[config.mk]
export PLATFORM = sky130hd
export DESIGN_NAME = vfc_capture_ctrl
export DESIGN_NICKNAME = d
export VERILOG_FILES = /design/src/rtl/vfc_pkg.sv /design/src/rtl/vfc_cmd_sync.sv /design/src/rtl/vfc_pulse.sv /design/src/rtl/vfc_capture_fsm.sv /design/src/rtl/vfc_capture_ctrl.sv
export SDC_FILE = /design/constraint.sdc
export NUM_CORES = 1
export LEC_CHECK = 0
export ABC_CLOCK_PERIOD_IN_PS = 2200
export BUFFER_PORTS_ARGS = -buffer_cell sky130_fd_sc_hd__buf_2
export CORE_MARGIN = 5
export CORE_UTILIZATION = 50
export CTS_BUF_LIST = sky130_fd_sc_hd__clkbuf_8
export DETAILED_ROUTE_END_ITERATION = 10
export GPL_TIMING_DRIVEN = 0
export PLACE_DENSITY = 0.72
export SETUP_SLACK_MARGIN = 0.1
export SLEW_MARGIN = 15
export SYNTH_ARGS = -nofsm -noshare
export SYNTH_HDL_FRONTEND = slang
export SYNTH_SLANG_ARGS = --single-unit
[constraint.sdc]
create_clock -name wr_clk -period 2.2 [get_ports wr_clk]
set_clock_uncertainty 0.05 [all_clocks]
set_input_delay 0.22 -clock wr_clk [delete_from_list [all_inputs] [get_ports wr_clk]]
set_output_delay 0.22 -clock wr_clk [all_outputs]
set_load 0.1 [all_outputs]
[src/rtl/vfc_pkg.sv]
package vfc_pkg;

    typedef enum logic [1:0] {
        CAP_IDLE,
        CAP_ARMED,
        CAP_ACTIVE,
        CAP_DONE
    } cap_state_t;

    localparam int CMD_W = 3;
    localparam logic [CMD_W-1:0] CMD_WRST = 3'b001;
    localparam logic [CMD_W-1:0] CMD_RRST = 3'b010;
    localparam logic [CMD_W-1:0] CMD_ARM  = 3'b100;

endpackage

[src/rtl/vfc_cmd_sync.sv]
module vfc_cmd_sync
    import vfc_pkg::*;
#(
    parameter int STAGES = 2
) (
    input  logic             clk,
    input  logic             rst_n,
    input  logic [CMD_W-1:0] cmd_async,
    output logic             wrst_evt,
    output logic             rrst_evt,
    output logic             arm_evt
);
    logic [CMD_W-1:0] stage_q [STAGES];
    logic [CMD_W-1:0] prev_q;
    logic [CMD_W-1:0] cur;

    always_ff @(posedge clk or negedge rst_n) begin
        if (!rst_n) begin
            for (int i = 0; i < STAGES; i++) stage_q[i] <= '0;
            prev_q <= '0;
        end else begin
            stage_q[0] <= cmd_async;
            for (int i = 1; i < STAGES; i++) stage_q[i] <= stage_q[i-1];
            prev_q <= stage_q[STAGES-1];
        end
    end

    assign cur      = stage_q[STAGES-1];
    assign wrst_evt = (cur == CMD_WRST) && (prev_q != CMD_WRST);
    assign rrst_evt = (cur == CMD_RRST) && (prev_q != CMD_RRST);
    assign arm_evt  = (cur == CMD_ARM)  && (prev_q != CMD_ARM);
endmodule

[src/rtl/vfc_pulse.sv]
module vfc_pulse #(
    parameter int LEN = 2
) (
    input  logic clk,
    input  logic rst_n,
    input  logic trig,
    output logic pulse_n
);
    localparam int CW = $clog2(LEN + 1);

    logic [CW-1:0] left_q;

    always_ff @(posedge clk or negedge rst_n) begin
        if (!rst_n)              left_q <= '0;
        else if (trig)           left_q <= CW'(LEN);
        else if (left_q != '0)   left_q <= left_q - 1'b1;
    end

    assign pulse_n = (left_q == '0);
endmodule

[src/rtl/vfc_capture_fsm.sv]
module vfc_capture_fsm
    import vfc_pkg::*;
#(
    parameter int PIXEL_TARGET = 45000
) (
    input  logic clk,
    input  logic rst_n,
    input  logic arm_evt,
    input  logic vsync,
    input  logic vblank,
    input  logic active,
    input  logic field,
    output logic we_n,
    output logic done_evt
);
    localparam int CNT_W = $clog2(PIXEL_TARGET + 1);
    localparam logic [CNT_W-1:0] LAST = CNT_W'(PIXEL_TARGET - 1);

    cap_state_t state_q, state_d;
    logic [CNT_W-1:0] cnt_q;
    logic vs_q;
    logic pix_ok, vs_fall, take;

    assign pix_ok  = !vblank && active && !field;
    assign vs_fall = vs_q && !vsync;
    assign take    = (state_q == CAP_ACTIVE) && !arm_evt && pix_ok;

    always_ff @(posedge clk or negedge rst_n) begin
        if (!rst_n) begin
            state_q <= CAP_IDLE;
            vs_q    <= 1'b0;
        end else begin
            state_q <= state_d;
            vs_q    <= vsync;
        end
    end

    always_ff @(posedge clk or negedge rst_n) begin
        if (!rst_n)                         cnt_q <= '0;
        else if (arm_evt)                   cnt_q <= '0;
        else if (take && (cnt_q == LAST))   cnt_q <= '0;
        else if (take)                      cnt_q <= cnt_q + 1'b1;
    end

    always_comb begin
        state_d = state_q;
        unique case (state_q)
            CAP_IDLE:   if (arm_evt) state_d = CAP_ARMED;
            CAP_ARMED:  if (vs_fall && !field) state_d = CAP_ACTIVE;
            CAP_ACTIVE: begin
                if (arm_evt)                        state_d = CAP_ARMED;
                else if (take && (cnt_q == LAST))   state_d = CAP_DONE;
            end
            CAP_DONE:   if (arm_evt) state_d = CAP_ARMED;
        endcase
    end

    always_comb begin
        we_n     = !take;
        done_evt = take && (cnt_q == LAST);
    end
endmodule

[src/rtl/vfc_capture_ctrl.sv]
module vfc_capture_ctrl
    import vfc_pkg::*;
#(
    parameter int PIXEL_TARGET = 45000,
    parameter int SYNC_STAGES  = 2,
    parameter int RST_CYCLES   = 2,
    parameter int IRQ_CYCLES   = 4
) (
    input  logic             wr_clk,
    input  logic             rst_n,
    input  logic             vid_vsync,
    input  logic             vid_vblank,
    input  logic             vid_active,
    input  logic             vid_field,
    input  logic [CMD_W-1:0] host_cmd,
    input  logic             host_cs_n,
    input  logic             host_oe_n,
    input  logic             host_rd_n,
    output logic             buf_we_n,
    output logic             buf_wrst_n,
    output logic             buf_rrst_n,
    output logic             buf_oe_n,
    output logic             buf_re_n,
    output logic             host_irq_n
);
    logic wrst_evt, rrst_evt, arm_evt, done_evt;

    vfc_cmd_sync #(.STAGES(SYNC_STAGES)) u_sync (
        .clk(wr_clk), .rst_n(rst_n), .cmd_async(host_cmd),
        .wrst_evt(wrst_evt), .rrst_evt(rrst_evt), .arm_evt(arm_evt)
    );

    vfc_capture_fsm #(.PIXEL_TARGET(PIXEL_TARGET)) u_fsm (
        .clk(wr_clk), .rst_n(rst_n), .arm_evt(arm_evt),
        .vsync(vid_vsync), .vblank(vid_vblank), .active(vid_active),
        .field(vid_field), .we_n(buf_we_n), .done_evt(done_evt)
    );

    vfc_pulse #(.LEN(RST_CYCLES)) u_wrst (
        .clk(wr_clk), .rst_n(rst_n), .trig(wrst_evt), .pulse_n(buf_wrst_n)
    );

    vfc_pulse #(.LEN(RST_CYCLES)) u_rrst (
        .clk(wr_clk), .rst_n(rst_n), .trig(rrst_evt), .pulse_n(buf_rrst_n)
    );

    vfc_pulse #(.LEN(IRQ_CYCLES)) u_irq (
        .clk(wr_clk), .rst_n(rst_n), .trig(done_evt), .pulse_n(host_irq_n)
    );

    assign buf_oe_n = host_cs_n | host_oe_n;
    assign buf_re_n = host_cs_n | host_oe_n | host_rd_n;
endmodule

==> flow_metrics.tcl, run 1 <==
set metrics [dict create \
    synth-seq-cells 35 \
    cts_tree "done" \
    grt_max_degree 36 \
    drc 0 \
    yosys-top-cells-count "35 x dfrtp_1, 22 x nand2_1, 16 x a21oi_1, 12 x nor2_1, 10 x nand3_1" \
    grt_pass1_vias 1611 \
    place_area_um2 2000 \
    nets 249 \
    drt_iter0_drc 81 \
    slowest_stage "or4_4" \
    cp_slowest_stage_delay_ns 0.55 \
    drv_slew 0 \
    syn_inst 189 \
    wirelength_mm 4.22 \
    cap_viol_max_count 0 \
    die_h_um 70.9 \
    min_path_type "flop to flop" \
    rsz0062_at_grt "yes" \
    slew-limit-headroom 0.480 \
    drt-pass1-iter-count 4 \
    crit_fanout 7 \
    ys.flop_type "dfrtp_1" \
    dieArea_um2 5030 \
    die_x_um 70.9 \
    core_um2 3630 \
    cp_data_arrival_time_ns 2.27 \
    synth.cell_area_um2 1850 \
    finalCriticalPeriod_ns 2.10 \
    antenna_cells 0 \
    num-fill-cells 294 \
    drtAntennaViolNets 0 \
    fin_hold_ws_ns 0.305 \
    crit_chain "buf_6 -> or4b_1 -> or4_4 -> buf_8 -> o22ai_4 -> mux2i_1" \
    track_usage 0.174 \
    fmax_mhz 475 \
    yosysUniqueCellTypes 43 \
    peakVddDrop_mv 0.535 \
    place_congestion 0.950 \
    status "finished clean" \
    yosysWarnings 0 \
    wl_per_cell_um 15.2 \
    synth_area_per_cell_um2 9.81 \
    p_per_area_nw_per_um2 819 \
    synth_top_area_frac 0.472 \
    htree_levels 2 \
    grt_overflow 0 \
    worstSetupEndpointType "flop" \
    synth_top_area_cell "dfrtp_1" \
    worstPathRequired_ns 2.36 \
    reg2reg_depth 6 \
    synth_fp_nets 209 \
    worst_slew_pin_slew_ns 0.780 \
    cts_root_buffer "clkbuf_8" \
    synth_edf_count 0 \
    yosysMostFrequentCell "dfrtp_1" \
    ys_async_sr_fraction 1.00 \
    initial_core_util 0.510 \
    via_count 1623 \
    vias_per_cell 5.86 \
    clkSlewWorstSetupHoldPaths_ns 0.07 \
    setup_violations 0 \
    power.leakage_nw 1.03 \
    period_share 0.956 \
    critPathLaunchType "flop" \
    io_pins 18 \
    cts_buffer_depth 2 \
    cts_buffers 5 \
    rows 22 \
    grt_pass1_wl_mm 7.04 \
    portBuffers 17 \
    critical_path_class "flop to flop" \
    insertion_delay_ns 0.29 \
    hold_violations 0 \
    synth.area.top_cells "dfrtp_1 47%, ha_1 5.4%, nand2_1 4.5%" \
    fin_area_um2 2330 \
    synth.yosys.seq_area_share 0.472 \
    dp_hpwl_mm 2.84 \
    antenna_found_initial 0 \
    drive_gt1_frac 0.262 \
    area_delta_synth_final_pct 25.6 \
    whs_path_depth 0 \
    cts_num_sinks 35 \
]
worst max-delay path: cells and delay by family, from the launching register on:
kind                   cells  cell delay, ns
AO/OA/AOI/OAI              1            0.10
buffers and inverters      2            0.30
flip-flops                 1            0.37
multiplexers               1            0.19
AND/OR/NAND/NOR            2            1.01
kinds of logic after synthesis:
family,share of synthesized area
simple gates,0.256
compound gates,0.141
flops,0.472
xor+xnor,0.0189
fa+ha+maj,0.0540
mux,0.0162
buf+inv,0.0418
final timing paths:
check | from | end | slack [ns]
max in group asynchronous | rst_n | u_fsm.cnt_q[12] | 1.06
min reg2reg | u_sync.stage_q[4] | u_sync.cur[1] | 0.31
min in group asynchronous | rst_n | u_fsm.state_q[0] | 0.50
max reg2reg | u_fsm.cnt_q[5] | u_fsm.state_q[0] | 0.1
max | u_fsm.cnt_q[5] | u_fsm.state_q[0] | 0.1
min | u_sync.stage_q[4] | u_sync.cur[1] | 0.31
state kept, by name, summed over array words and instances, names as in the netlist:
| signal | cells |
|---|---|
| u_sync.prev_q | 3 |
| u_fsm.state_q | 2 |
| u_irq.left_q | 3 |
| u_wrst.left_q | 2 |
| u_sync.cur | 3 |
| u_rrst.left_q | 2 |
| u_fsm.cnt_q | 16 |
| u_sync.stage_q | 3 |
| u_fsm.vs_q | 1 |
through the flow:
stage	instances	TNS (ns)	power (W)	worst slack (ns)	utilization
after global placement	254	-0.0787	0.00126	-0.0698	0.552
after global routing	277	0	0.00201	0.0491	0.641
after detailed placement	254	-0.285	0.00129	-0.125	0.552
after CTS	273	0	0.00191	0.0999	0.617
final	277	0	0.00191	0.0962	0.641
after floorplan	189	0	0.00119	0.119	-
repair_timing:
action | in CTS | in global routing
cloned | 0 | 1
hold buffers | 5 | 0
resized for setup | 8 | 11
pin swaps | 2 | 4
setup endpoints to repair | 20 | 18
buffers inserted | 7 | 3
endpoints found under the hold margin | 39 | 0
layout by cell type, fill, tap and decap left out, types with 2 or more instances in the layout:
cell	count
a21oi_1	14
a21oi_2	2
a31oi_1	3
and2_1	3
and3_1	3
buf_2	16
buf_4	13
clkbuf_1	2
clkbuf_8	5
dfrtp_1	34
dlygate4sd3_1	5
ha_1	6
ha_2	2
inv_1	9
mux2i_1	3
nand2_1	21
nand3_1	10
nand4_1	5
nor2_1	12
o211ai_1	3
o21ai_0	2
o31ai_1	8
or2_2	3
or3_1	4
or3b_2	2
or4_1	7
or4_4	2
xor2_1	3
power breakdown:
group | internal, W | switching, W | total [W] | leakage (nW)
combinational | 0.000213 | 0.000377 | 0.000590 | 0.538
clock | 0.000331 | 0.000229 | 0.000559 | 0.0502
sequential | 0.000716 | 0.0000438 | 0.000760 | 0.437
cell type report:
class	count	area, um2	share of cell area
Buffer	7	53.8	0.0231
Timing Repair Buffer	33	238	0.102
Clock buffer	5	68.8	0.0295
Clock inverter	2	37.5	0.0161
Inverter	9	33.8	0.0145
Multi-Input combinational cell	138	961	0.412
Tap cell	48	60.1	0.0258
Sequential cell	35	877	0.376
layer usage:
metal	GRT usage	up-vias	share of wire
li1	-	764	-
met1	0.213	786	0.41
met2	0.292	63	0.52
met3	0.0497	10	0.061
met4	0.0626	0	0.011
met5	0	-	0
Power figures use the tool's default switching activity.
==> run 2, diff against run 1 <==
Settings changed: SETUP_SLACK_MARGIN 0.1 to unset.
==> run 2 against run 1 <==
Setup slack worse by 0.051 ns. Sequential share of layout area grew 1.3 points. Highest routed layer unchanged. Combinational power decreased by 5.9%. Die area did not move. Via count decreased by 3.0%. Cell count fell by 2.2%. Largest cell class unchanged. Largest power group unchanged.
==> flow_metrics.tcl, run 2 (synthesis results as in run 1) <==
set metrics [dict create \
    place_congestion 0.933 \
    rows 22 \
    wirelength_mm 4.35 \
    cap_viol_max_count 0 \
    reg2reg_slack_ns 0.05 \
    cts_num_sinks 35 \
    fin_cells 271 \
    wl_per_cell_um 16.1 \
    critPathLaunchType "flop" \
    placed_cells 254 \
    hold_violations 0 \
    antenna_found_initial 0 \
    top_layer "met4" \
    final_cell_mix "35 x dfrtp_1, 21 x nand2_1, 16 x buf_2" \
    clkSlewWorstSetupHoldPaths_ns 0.07 \
    fmax_mhz 464 \
    area_delta_synth_final_pct 21.1 \
    core_um2 3630 \
    dieArea_um2 5030 \
    wl_met3_um 224 \
    regToRegStartpoint "u_fsm.cnt_q[0]" \
    num-fill-cells 312 \
    worst_slew_pin_slew_ns 0.783 \
    cts_buffers 5 \
    vias_per_cell 5.81 \
    dp_hpwl_mm 3.02 \
    finalCriticalPeriod_ns 2.15 \
    peakVddDrop_mv 0.566 \
    via_count 1574 \
    critical_path_class "flop to flop" \
    fin_util 0.618 \
    final_common_cell "dfrtp_1" \
    reg2reg_depth 6 \
    drc 0 \
    drt_iter0_drc 62 \
    cts_buffer_depth 2 \
    drv_slew 0 \
    die_x_um 70.9 \
    insertion_delay_ns 0.29 \
    min_path_type "flop to flop" \
    layout_setup_ws_ns 0.0454 \
    grt_pass1_vias 1589 \
    period_share 0.979 \
    worstPathRequired_ns 2.36 \
    drt-pass1-iter-count 4 \
    drive_gt1_frac 0.229 \
    dp_slack_ns -0.189 \
    grt_pass1_wl_mm 7.49 \
    htree_levels 2 \
    holdPathEnd "u_sync.cur[2]" \
    cp_data_arrival_time_ns 2.32 \
    whs_path_depth 0 \
    die_h_um 70.9 \
    worstSetupEndpointType "flop" \
    cts_tree "done" \
    wl_met2_mm 2.31 \
    power.leakage_nw 0.981 \
    min_from "u_sync.stage_q[5]" \
    grt_overflow 0 \
    nets 243 \
    setup_violations 0 \
    largest_register_ff_count 16 \
    crit_fanout 10 \
    drtAntennaViolNets 0 \
    p_per_area_nw_per_um2 838 \
    worstReg2RegEnd "u_fsm.state_q[0]" \
    initial_core_util 0.510 \
    io_pins 18 \
    antenna_cells 0 \
    regMostFlops "u_fsm.cnt_q" \
    cts_root_buffer "clkbuf_8" \
    rsz0062_at_grt "yes" \
    portBuffers 17 \
    fin_tns_setup_ns 0 \
    track_usage 0.187 \
    drt-met1-wl_mm 1.72 \
    status "finished clean" \
    slew-limit-headroom 0.478 \
    grt_max_degree 36 \
]
[run 2: changes by cell type in the layout (fill, tap and decap cells not counted), sizes merged]
cell           delta
clkdlybuf4s15     +1
buf               -6
clkbuf            -1
[run 2: per-layer routing]
metal | global-route usage | vias to the layer above
met5 | 0 | -
met4 | 0.0731 | 0
met3 | 0.0582 | 14
met2 | 0.319 | 42
met1 | 0.218 | 768
li1 | - | 750
[run 2: cell type report]
cell class	count	area, um2	share of cell area
Clock buffer	5	68.8	0.0306
Clock inverter	2	37.5	0.0167
Inverter	9	33.8	0.0150
Buffer	7	53.8	0.0240
Sequential cell	35	876	0.390
Tap cell	48	60.1	0.0267
Multi-Input combinational cell	138	937	0.417
Timing Repair Buffer	27	179	0.0797
[run 2: per-stage QoR]
stage / total power, W / area (um2) / hold slack (ns)
after floorplan: 0.00119 / 1860 / -0.126
after global placement: 0.00126 / 2000 / 0.266
after detailed placement: 0.00129 / 2000 / 0.285
after CTS: 0.00187 / 2190 / 0.308
after global routing: 0.00198 / 2250 / 0.322
final: 0.00188 / 2250 / 0.306
[run 2: what timing repair did]
item	CTS	global route
resized for setup	9	5
endpoints found under the setup margin	17	16
setup buffers	0	4
endpoints found under the hold margin	39	0
pin swaps	3	1
hold buffers	5	0
cloned	0	1
[run 2: worst max path at each step]
| stage | to | from | cells past startpoint |
|---|---|---|---|
| after floorplan | u_fsm.state_q[0] | u_fsm.cnt_q[0] | 6 |
| after global placement | u_fsm.cnt_q[14] | u_fsm.state_q[0] | 8 |
| after detailed placement | u_fsm.cnt_q[14] | u_fsm.state_q[0] | 8 |
| after CTS | u_fsm.cnt_q[14] | u_fsm.state_q[0] | 8 |
| after global routing | u_fsm.cnt_q[14] | u_fsm.state_q[0] | 8 |
| final | u_fsm.state_q[0] | u_fsm.cnt_q[0] | 6 |
[run 2: power breakdown]
part	leakage, nW	internal, W	switching [W]
sequential	0.439	0.000716	0.0000466
combinational	0.492	0.000190	0.000365
clock	0.0502	0.000331	0.000234
[run 2: worst max-delay path: stages (launching register included)]
cell and delay, ns:
dfrtp_1 0.38, ha_2 0.20, or4bb_1 0.43, or4_4 0.53
buf_8 0.17, o22ai_2 0.11, mux2i_1 0.20
